**src/rtl/ccu_pkg.sv**
```systemverilog
package ccu_pkg;
  localparam int NUM_STATS = 10;
  localparam int S_RD      = 0;
  localparam int S_RDMISS  = 1;
  localparam int S_WR      = 2;
  localparam int S_WRMISS  = 3;
  localparam int S_WB      = 4;
  localparam int S_MEM     = 5;
  localparam int S_C2C     = 6;
  localparam int S_INV     = 7;
  localparam int S_INTV    = 8;
  localparam int S_FLUSH   = 9;
endpackage

```
**src/rtl/ccu_lookup.sv**
```systemverilog
module ccu_lookup #(
  parameter int WAYS  = 2,
  parameter int TAG_W = 6,
  parameter int WW    = $clog2(WAYS)
) (
  input  logic [WAYS-1:0]            valid_i,
  input  logic [WAYS-1:0][TAG_W-1:0] tag_i,
  input  logic [WAYS-1:0][WW-1:0]    age_i,
  input  logic [TAG_W-1:0]           tag_req,
  output logic [WAYS-1:0]            hit_vec,
  output logic                       hit,
  output logic [WW-1:0]              hit_way,
  output logic [WW-1:0]              victim_way
);
  for (genvar w = 0; w < WAYS; w++) begin : g_cmp
    assign hit_vec[w] = valid_i[w] && (tag_i[w] == tag_req);
  end

  assign hit = |hit_vec;

  always_comb begin
    hit_way = '0;
    for (int w = 0; w < WAYS; w++)
      if (hit_vec[w]) hit_way = WW'(w);
  end

  // oldest way first, then the lowest invalid way takes precedence
  always_comb begin
    victim_way = '0;
    for (int w = 0; w < WAYS; w++)
      if (age_i[w] == WW'(WAYS - 1)) victim_way = WW'(w);
    for (int w = WAYS - 1; w >= 0; w--)
      if (!valid_i[w]) victim_way = WW'(w);
  end
endmodule

```
**src/rtl/ccu_stats.sv**
```systemverilog
module ccu_stats #(
  parameter int N      = 10,
  parameter int STAT_W = 16,
  parameter int SEL_W  = 4
) (
  input  logic                clk,
  input  logic                rst,
  input  logic [N-1:0][1:0]   inc,
  input  logic [SEL_W-1:0]    sel,
  output logic [STAT_W-1:0]   value
);
  logic [STAT_W-1:0] cnt [N];

  for (genvar i = 0; i < N; i++) begin : g_cnt
    always_ff @(posedge clk) begin
      if (rst) cnt[i] <= '0;
      else     cnt[i] <= cnt[i] + STAT_W'(inc[i]);
    end
  end

  always_ff @(posedge clk) begin
    if (rst) value <= '0;
    else begin
      value <= '0;
      for (int i = 0; i < N; i++)
        if (sel == SEL_W'(i)) value <= cnt[i];
    end
  end
endmodule

```
**src/rtl/ccu_top.sv**
```systemverilog
module ccu_top #(
  parameter int AW     = 8,
  parameter int SETS   = 4,
  parameter int WAYS   = 2,
  parameter int CNT_W  = 3,
  parameter int STAT_W = 16,
  parameter int C_INIT = 2
) (
  input  logic              clk,
  input  logic              rst,
  input  logic              proto_sel,
  input  logic              c_load,
  input  logic [CNT_W-1:0]  c_value,
  input  logic              cpu_req_valid,
  input  logic              cpu_req_write,
  input  logic [AW-1:0]     cpu_req_addr,
  input  logic              peer_shared,
  input  logic              snoop_valid,
  input  logic              snoop_is_update,
  input  logic [AW-1:0]     snoop_addr,
  input  logic [3:0]        stat_sel,
  output logic              cpu_resp_valid,
  output logic              cpu_resp_hit,
  output logic              mem_rd_valid,
  output logic [AW-1:0]     mem_rd_addr,
  output logic              mem_wb_valid,
  output logic [AW-1:0]     mem_wb_addr,
  output logic              bus_upd_valid,
  output logic [AW-1:0]     bus_upd_addr,
  output logic              snoop_ack,
  output logic              snoop_flush,
  output logic [STAT_W-1:0] stat_value
);
  import ccu_pkg::*;

  localparam int IDX_W = $clog2(SETS);
  localparam int TAG_W = AW - IDX_W;
  localparam int WW    = $clog2(WAYS);

  logic [WAYS-1:0]             valid_q [SETS];
  logic [WAYS-1:0]             dirty_q [SETS];
  logic [WAYS-1:0][TAG_W-1:0]  tag_q   [SETS];
  logic [WAYS-1:0][CNT_W-1:0]  cnt_q   [SETS];
  logic [WAYS-1:0][WW-1:0]     age_q   [SETS];
  logic [CNT_W-1:0]            c_reg;

  logic            do_cpu, do_snoop;
  logic [AW-1:0]   op_addr;
  logic [IDX_W-1:0] set_idx;
  logic [TAG_W-1:0] tag_req;
  logic [WAYS-1:0] hit_vec;
  logic            hit;
  logic [WW-1:0]   hit_way, victim_way, use_way;
  logic            victim_dirty, cnt_zero;
  logic [NUM_STATS-1:0][1:0] inc;

  assign do_snoop = snoop_valid;
  assign do_cpu   = cpu_req_valid && !snoop_valid;
  assign op_addr  = snoop_valid ? snoop_addr : cpu_req_addr;
  assign set_idx  = op_addr[IDX_W-1:0];
  assign tag_req  = op_addr[AW-1:IDX_W];

  ccu_lookup #(.WAYS(WAYS), .TAG_W(TAG_W), .WW(WW)) u_lookup (
    .valid_i    (valid_q[set_idx]),
    .tag_i      (tag_q[set_idx]),
    .age_i      (age_q[set_idx]),
    .tag_req    (tag_req),
    .hit_vec    (hit_vec),
    .hit        (hit),
    .hit_way    (hit_way),
    .victim_way (victim_way)
  );

  assign use_way      = hit ? hit_way : victim_way;
  assign victim_dirty = valid_q[set_idx][victim_way] && dirty_q[set_idx][victim_way];
  assign cnt_zero     = (cnt_q[set_idx][hit_way] == '0);

  always_comb begin
    inc = '0;
    inc[S_RD]     = {1'b0, do_cpu && !cpu_req_write};
    inc[S_RDMISS] = {1'b0, do_cpu && !cpu_req_write && !hit};
    inc[S_WR]     = {1'b0, do_cpu && cpu_req_write};
    inc[S_WRMISS] = {1'b0, do_cpu && cpu_req_write && !hit};
    inc[S_WB]     = {1'b0, do_cpu && !hit && victim_dirty};
    inc[S_MEM]    = 2'(do_cpu && !hit && victim_dirty) + 2'(do_cpu && !hit && !peer_shared);
    inc[S_C2C]    = {1'b0, do_cpu && !hit && peer_shared};
    inc[S_INV]    = {1'b0, do_snoop && hit && snoop_is_update && proto_sel && cnt_zero};
    inc[S_INTV]   = {1'b0, do_snoop && hit && !snoop_is_update};
    inc[S_FLUSH]  = {1'b0, do_snoop && hit && !snoop_is_update && dirty_q[set_idx][hit_way]};
  end

  ccu_stats #(.N(NUM_STATS), .STAT_W(STAT_W), .SEL_W(4)) u_stats (
    .clk   (clk),
    .rst   (rst),
    .inc   (inc),
    .sel   (stat_sel),
    .value (stat_value)
  );

  always_ff @(posedge clk) begin
    if (rst) begin
      for (int s = 0; s < SETS; s++) begin
        valid_q[s] <= '0;
        dirty_q[s] <= '0;
        tag_q[s]   <= '0;
        cnt_q[s]   <= '0;
        for (int w = 0; w < WAYS; w++) age_q[s][w] <= WW'(w);
      end
      c_reg          <= CNT_W'(C_INIT);
      cpu_resp_valid <= 1'b0;
      cpu_resp_hit   <= 1'b0;
      mem_rd_valid   <= 1'b0;
      mem_rd_addr    <= '0;
      mem_wb_valid   <= 1'b0;
      mem_wb_addr    <= '0;
      bus_upd_valid  <= 1'b0;
      bus_upd_addr   <= '0;
      snoop_ack      <= 1'b0;
      snoop_flush    <= 1'b0;
    end else begin
      cpu_resp_valid <= 1'b0;
      mem_rd_valid   <= 1'b0;
      mem_wb_valid   <= 1'b0;
      bus_upd_valid  <= 1'b0;
      snoop_ack      <= 1'b0;
      snoop_flush    <= 1'b0;
      if (c_load) c_reg <= c_value;

      if (do_cpu) begin
        cpu_resp_valid <= 1'b1;
        cpu_resp_hit   <= hit;
        if (!hit) begin
          if (victim_dirty) begin
            mem_wb_valid <= 1'b1;
            mem_wb_addr  <= {tag_q[set_idx][victim_way], set_idx};
          end
          if (!peer_shared) begin
            mem_rd_valid <= 1'b1;
            mem_rd_addr  <= op_addr;
          end
          valid_q[set_idx][use_way] <= 1'b1;
          tag_q[set_idx][use_way]   <= tag_req;
          dirty_q[set_idx][use_way] <= cpu_req_write;
        end else if (cpu_req_write) begin
          dirty_q[set_idx][use_way] <= 1'b1;
        end
        cnt_q[set_idx][use_way] <= c_reg;
        for (int w = 0; w < WAYS; w++) begin
          if (WW'(w) == use_way)
            age_q[set_idx][w] <= '0;
          else if (age_q[set_idx][w] < age_q[set_idx][use_way])
            age_q[set_idx][w] <= age_q[set_idx][w] + 1'b1;
        end
        if (cpu_req_write && peer_shared) begin
          bus_upd_valid <= 1'b1;
          bus_upd_addr  <= op_addr;
        end
      end else if (do_snoop && hit) begin
        if (snoop_is_update) begin
          if (proto_sel && cnt_zero) begin
            valid_q[set_idx][hit_way] <= 1'b0;
            dirty_q[set_idx][hit_way] <= 1'b0;
            snoop_ack                 <= 1'b1;
          end else begin
            dirty_q[set_idx][hit_way] <= 1'b0;
            if (proto_sel)
              cnt_q[set_idx][hit_way] <= cnt_q[set_idx][hit_way] - 1'b1;
          end
        end else begin
          snoop_flush <= dirty_q[set_idx][hit_way];
        end
      end
    end
  end

  // Checks beside the logic they guard
  assert_one_way_hits_R7: assert property (@(posedge clk) disable iff (rst)
    $onehot0(hit_vec));
  assert_no_ack_plain_R11: assert property (@(posedge clk) disable iff (rst)
    snoop_ack |-> $past(proto_sel && snoop_valid && snoop_is_update));
  assert_resp_needs_free_cycle_R12: assert property (@(posedge clk) disable iff (rst)
    cpu_resp_valid |-> $past(cpu_req_valid && !snoop_valid));
  assert_wb_only_on_miss_R8: assert property (@(posedge clk) disable iff (rst)
    mem_wb_valid |-> (cpu_resp_valid && !cpu_resp_hit));
  assert_upd_after_shared_write_R6: assert property (@(posedge clk) disable iff (rst)
    bus_upd_valid |-> $past(cpu_req_write && peer_shared));
  assert_ack_flush_exclusive_R10: assert property (@(posedge clk) disable iff (rst)
    !(snoop_ack && snoop_flush));
endmodule

```
**config.mk**
```make
export PLATFORM = sky130hd
export DESIGN_NAME = ccu_top
export DESIGN_NICKNAME = d
export VERILOG_FILES = /design/src/rtl/ccu_pkg.sv /design/src/rtl/ccu_lookup.sv /design/src/rtl/ccu_stats.sv /design/src/rtl/ccu_top.sv
export SDC_FILE = /design/constraint.sdc
export NUM_CORES = 1
export LEC_CHECK = 0
export CAP_MARGIN = 10
export CORE_MARGIN = 1.5
export CORE_UTILIZATION = 35
export CTS_CLUSTER_DIAMETER = 30
export DETAILED_ROUTE_END_ITERATION = 8
export DONT_BUFFER_PORTS = 1
export GPL_ROUTABILITY_DRIVEN = 0
export GPL_TIMING_DRIVEN = 0
export HOLD_SLACK_MARGIN = 0.12
export SYNTH_ARGS = -nofsm -noshare
export SYNTH_HDL_FRONTEND = slang
export SYNTH_SLANG_ARGS = --single-unit
export TNS_END_PERCENT = 30
```
**constraint.sdc**
```tcl
create_clock -name clk -period 6.2 [get_ports clk]
set_input_delay 0.62 -clock clk [delete_from_list [all_inputs] [get_ports clk]]
set_output_delay 0.62 -clock clk [all_outputs]
set_load 0.005 [all_outputs]
```
==> implementation parameters, run 1 <==
Parameter                              Value

Setup path
  Startpoint kind of the worst setup timing path    input pin
  FF-to-FF path depth    14
  Library cell appearing most often on the critical path    ha_1
  Maximum fanout count along the critical path    10
  Cell with the largest stage delay on the worst path    clkbuf_1
  Req. time, crit path    6.72 ns
  Delay of the slowest critical-path stage    0.56 ns
  Crit path depth    20
  Category of the most critical setup path    input pin to register
  Category of the worst setup path capture point    register
  Delay-heaviest family, CP    buffers and inverters
  Ordered cell list for the critical path    buf_6, buf_2, mux2i_1, clkbuf_1, xor2_1, nor4_1, and4_1, buf_4, buf_2, mux2i_1, ha_1, ha_1, nand2_1, nor3_1, ha_1, and3_1, clkbuf_1, nand2_1, or3_1, a21oi_1
  Data arrival time of the worst path    5.81 ns
  Crit path buf inv count    6

Logic synthesis
  Area share of fa/ha/maj cells after synthesis    1.95%
  Number of flops mapped to enable cells by yosys    95
  Simple-gate portion of the synthesized area    21.0%
  Cell Area, Synth    14500 µm²
  Compound-Gate Fraction of Synth Area    12.0%
  Largest family of logic cells by synthesized area    simple AND/OR/NAND/NOR gates
  Share of the yosys chip area belonging to registers    48.9%
  Mean area per synthesized cell    9.54 µm²
  Post-synthesis instance total    1517
  Dominant synthesized flop cell    dfxtp_1
  Total of flip-flops plus latches after synthesis    306
  YS warnings    0
  Share of synthesized area spent on multiplexers    3.97%
  Unique cell type count in the Yosys netlist    68
  Share of synthesized flip-flops with an asynchronous set or reset    0%
  Nets in the synthesized netlist    1571
  Synthesized-area fraction occupied by xor and xnor cells    8.29%

Clock tree
  Later-pin clock latency in the skew report    0.61 ns
  Post-CTS sizing    0
  Deepest level of the CTS H-tree    3
  Hold buffers post-CTS    0
  Clock Pin Slew Worst Setup and Hold Paths    0.05 ns
  Setup Fix Bufs, Post-CTS    0
  Library cell used as clock root buffer    clkbuf_16
  Maximum buffer depth of the clock tree    3
  TritonCTS clock tree    yes
  Clock buffer count from CTS    79
  Sinks on Clock Net    306

Detailed routing
  Drt wl/cell    19.3 µm
  Number of DRC violations after detailed-routing iteration 0    971
  DR vias    11800
  Routed WL    42300 µm
  Count of antenna-violating nets left after detailed routing    0
  Via density per instance    5.38
  Remaining routing DRC violations    0
  Length of the first detailed-routing pass in iterations    5

STA
  Number of slew-limit violations in the final report    0
  Setup TNS    0 ns
  Clock skew    0.0338 ns
  Final critical-path share of the clock period    85.3%
  Final critical-path required period    5.29 ns
  Final count of hold timing violations    0
  Normalized max-slew margin    23.4%
  Setup repair after global routing missed its margin    false
  Max Clk Rate    189 MHz
  Actual transition at the worst max-transition pin    1.15 ns
  Worst-case hold slack    0.172 ns
  Count of endpoints failing setup in the final report    0

Floorplan
  Initial standard-cell utilization of the core    35.4%
  Placeable core area    40800 µm²
  I/O pin count    79
  Floorplan die area    42600 µm²
  Horiz. Die Dim    206 µm
  Die outline height    206 µm
  Total number of placement rows    74

Placement
  Count of port buffers added during placement    0
  Final HPWL DP    30300 µm
  Area of placed instances    15100 µm²

Outcome
  Run status    complete, no violations

Worst hold path
  Class of the most critical hold timing path    input pin to register
  Number of cells on the worst hold path    2

Layout
  Post-route cell area    18000 µm²
  Count of antenna diodes in the layout    0
  Area Overhead vs Synth    24.2%
  Share of post-route cells with drive strength above 1    12.6%
  Number of nets at the end of the flow    1653
  Largest registers    u_stats.cnt x160, tag_q x48, cnt_q x24
  Most flop-heavy register    u_stats.cnt
  Number of flip-flops in the largest register    160

Power
  Cell area power density    375 nW/µm²
  Max IR drop VDD    216 µV
  Reported leakage power    6.69 nW

Global route
  Global router's overall resource usage    20.2%
  Initial antenna violation count    0
  Grt total ovfl    0
  First-pass GRT wire length    65800 µm
  Via count of the first global-routing pass    11700
  Pin count of the biggest net entering global routing    13

Run
  Number of max-cap violations    0
-- routing by layer --
metal	track usage, %	routed length, µm
met4	8.10	1220
met1	25.7	18100
met2	33.1	20100
met5	0	0
met3	4.53	2950
-- cell families (layout without fill, tap and decap cells) --
family          after synthesis  in the layout
compound gates              248            248
xor+xnor                    137            137
fa+ha+maj                    22             22
buf+inv                     133            282
flops                       306            306
mux                          42             42
simple gates                629            629
-- placed cells by master, fill, tap and decap left out, drive strengths merged, types with 11 or more instances in the layout --
master,synthesis,routed
inv,29,46
nand3,86,86
nand4,38,38
o21ai,59,59
dfxtp,211,211
buf,28,29
nor2,236,236
nand2,103,103
xor2,101,101
a21o,39,39
edfxtp,95,95
and4,11,11
mux4,11,11
a21oi,29,29
and3,34,34
clkbuf,76,163
mux2i,24,24
a22oi,51,51
nor2b,22,22
ha,21,21
or3,21,21
xnor2,36,36
clkinv,0,27
and2,12,12
a211oi,27,27
nor3,37,37
-- power by group --
group,switching (W),total [W],internal (W)
clock,0.00140,0.00427,0.00287
sequential,0.0000195,0.00213,0.00212
combinational,0.000224,0.000333,0.000109
-- cell type report --
class                           instances  area (µm²)
Buffer                                104         452
Clock buffer                           87        2100
Clock inverter                         61         727
Fill cell                            3828       22900
Inverter                               29         109
Multi-Input combinational cell       1078        6840
Sequential cell                       306        7080
Tap cell                              532         666
Timing Repair Buffer                    1        5.00
-- cells in the mapped netlist, drive strengths merged, types with 21 or more instances --
| cell | count | area share [%] |
|---|---|---|
| nand3 | 86 | 3.0 |
| a211oi | 27 | 1.5 |
| edfxtp | 95 | 20 |
| inv | 29 | 0.75 |
| xnor2 | 36 | 2.2 |
| and3 | 34 | 1.5 |
| nor2 | 236 | 6.1 |
| a21oi | 29 | 1.0 |
| xor2 | 101 | 6.1 |
| nand2 | 103 | 2.7 |
| dfxtp | 211 | 29 |
| ha | 21 | 1.8 |
| nor3 | 37 | 1.3 |
| mux2i | 24 | 1.7 |
| a21o | 39 | 2.0 |
| o21ai | 59 | 2.1 |
| clkbuf | 76 | 2.0 |
| buf | 28 | 1.2 |
| a22oi | 51 | 2.6 |
| nor2b | 22 | 0.95 |
| or3 | 21 | 0.91 |
| nand4 | 38 | 1.6 |
-- final timing paths --
path / from / endpoint / slack (ns)
worst max register to register: age_q[0][1] / u_stats.cnt[2][28] / 1.71
worst min register to register: u_stats.cnt[0][21] / u_stats.cnt[0][21] / 0.50
worst min-delay path: c_value[1] / c_reg[1] / 0.17
worst max-delay path: snoop_valid / u_stats.cnt[3][31] / 0.91
-- through the flow --
step	power [W]	setup WS, ns	utilization, %	std cells
CTS	0.00679	1.02	44.0	2198
floorplan	0.00239	1.68	-	1517
finish	0.00674	0.911	44.0	2198
detailed placement	0.00250	0.409	37.1	2050
global placement	0.00249	0.492	37.1	2049
global route	0.00694	0.725	44.0	2198
-- worst register-to-register path: stages, from the launching register on --
cell and delay (ns):
edfxtp_1 0.36, mux4_2 0.57, mux2i_1 0.15, or3_1 0.39
nor4_4 0.71, buf_2 0.47, inv_1 0.12, fa_1 0.43
inv_1 0.15, ha_1 0.21, and2_1 0.13, clkbuf_1 0.30
nand3_1 0.14, xor2_1 0.15, nor2_1 0.06
No activity file was read; power rests on OpenSTA's default activity.
==> run 2: changes to the inputs <==
--- a/config.mk
+++ b/config.mk
@@ -14,6 +14,7 @@
 export GPL_ROUTABILITY_DRIVEN = 0
 export GPL_TIMING_DRIVEN = 0
 export HOLD_SLACK_MARGIN = 0.12
+export REMOVE_ABC_BUFFERS = 1
 export SYNTH_ARGS = -nofsm -noshare
 export SYNTH_HDL_FRONTEND = slang
 export SYNTH_SLANG_ARGS = --single-unit
==> implementation parameters, run 2 (synthesized netlist as in run 1, its figures left out) <==
Parameter                              Value

Outcome
  Run status    complete, no violations

Clock tree
  Clock buffer count from CTS    75
  Post-CTS sizing    0
  Clock Pin Slew Worst Setup and Hold Paths    0.04 ns
  Library cell used as clock root buffer    clkbuf_16
  Hold buffers post-CTS    0
  Deepest level of the CTS H-tree    3
  Maximum buffer depth of the clock tree    3
  Later-pin clock latency in the skew report    0.57 ns
  TritonCTS clock tree    yes
  Setup Fix Bufs, Post-CTS    0
  Sinks on Clock Net    306

Layout
  Largest registers    u_stats.cnt x160, tag_q x48, cnt_q x24
  Number of flip-flops in the largest register    160
  Most flop-heavy register    u_stats.cnt
  Commonest non-fill, non-tap cells in the layout    nor2_1, dfxtp_1, nand2_1
  Number of nets at the end of the flow    1555
  Share of post-route cells with drive strength above 1    11.6%
  Area Overhead vs Synth    19.7%
  Layout Utilization    42.4%
  Count of antenna diodes in the layout    0
  Leading cell type in the layout, fill and taps excluded    nor2_1
  FILL cells    3886

Detailed routing
  Remaining routing DRC violations    0
  DR vias    11000
  Number of DRC violations after detailed-routing iteration 0    851
  Length of the first detailed-routing pass in iterations    5
  Count of antenna-violating nets left after detailed routing    0
  Routed WL    35900 µm
  Drt wl/cell    17.1 µm
  Via density per instance    5.28

Floorplan
  Total number of placement rows    74
  Initial standard-cell utilization of the core    35.4%
  Die outline height    206 µm
  Horiz. Die Dim    206 µm
  Floorplan die area    42600 µm²
  I/O pin count    79
  Placeable core area    40800 µm²

Setup path
  Category of the most critical setup path    input pin to register
  Req. time, crit path    6.68 ns
  Start point of the critical path    snoop_valid
  Maximum fanout count along the critical path    20
  FF-to-FF path depth    15
  Startpoint kind of the worst setup timing path    input pin
  Category of the worst setup path capture point    register
  Crit Reg-Reg Startpoint    tag_q[2][6]
  Data arrival time of the worst path    5.46 ns

STA
  Clock skew    0.0174 ns
  Final count of hold timing violations    0
  Normalized max-slew margin    16.7%
  Final critical-path share of the clock period    80.3%
  Count of endpoints failing setup in the final report    0
  Worst-case hold slack    0.171 ns
  Actual transition at the worst max-transition pin    1.22 ns
  Setup repair after global routing missed its margin    false
  Number of slew-limit violations in the final report    0
  Final critical-path required period    4.98 ns
  Setup slack after layout    1.22 ns
  Setup TNS    0 ns
  Max Clk Rate    201 MHz

Global route
  Via count of the first global-routing pass    10700
  Grt total ovfl    0
  First-pass GRT wire length    57300 µm
  Initial antenna violation count    0
  Pin count of the biggest net entering global routing    217
  Global router's overall resource usage    17.1%

Run
  Number of max-cap violations    0

Worst hold path
  Worst Hold Launch    rst
  Class of the most critical hold timing path    input pin to register
  Number of cells on the worst hold path    1

Placement
  Worst setup slack after placement    0.567 ns
  Final HPWL DP    24500 µm
  Count of port buffers added during placement    0

Power
  Max IR drop VDD    181 µV
  Reported leakage power    6.42 nW
  Cell area power density    359 nW/µm²
## run 2: changes by cell type in the layout (fill, tap and decap cells not counted), sizes merged
| cell | delta |
|---|---|
| clkbuf | -60 |
| buf | -18 |
| clkinvlp | -3 |
| inv | -11 |
| clkinv | -13 |
| bufinv | -2 |
## run 2: metal layers
layer,global-route usage (%),share of wire (%)
met4,6.57,2.9
met3,4.40,5.8
met5,0,0
met1,21.2,43
met2,28.3,48
## run 2: critical path, cell delays in order
cell,delay [ns]
or3b_1,0.61
a21o_1,0.28
o2111ai_2,0.12
xor2_1,0.11
nor4_1,0.40
and4_1,0.94
mux2i_1,0.29
ha_1,0.18
ha_1,0.19
nand2_1,0.10
nor3_1,0.34
ha_1,0.24
ha_1,0.32
nand2_1,0.20
or3_1,0.38
a21oi_1,0.13
## run 2: stage by stage
step / instance area [µm²] / total power [W] / instances
finish: 17300 / 0.00623 / 2091
global route: 17300 / 0.00643 / 2091
CTS: 17300 / 0.00628 / 2088
detailed placement: 14800 / 0.00245 / 1953
global placement: 14700 / 0.00244 / 1945
floorplan: 14000 / 0.00236 / 1413
## run 2: path summary, 6_finish.rpt
kind                            slack (ns)                 end
worst max-delay path                  1.22  u_stats.cnt[3][22]
worst min-delay path                  0.17  u_stats.cnt[0][30]
worst max register to register        1.62  u_stats.cnt[3][22]
worst min register to register        0.49  u_stats.cnt[3][31]
## run 2: final cells by class
type	instances	area, µm²	share of cell area (%)
multi-input combinational	1078	6890	39.8
tap	532	666	3.84
clock inverter	32	370	2.14
clock buffer	103	2120	12.2
sequential	306	7080	40.9
inverter	29	109	0.628
timing repair buffer	11	97.6	0.563
## run 2: power by group
group / internal [W] / total, W / switching [W]
combinational: 0.000102 / 0.000278 / 0.000176
clock: 0.00266 / 0.00381 / 0.00116
sequential: 0.00212 / 0.00214 / 0.0000187
total: 0.00487 / 0.00623 / 0.00135
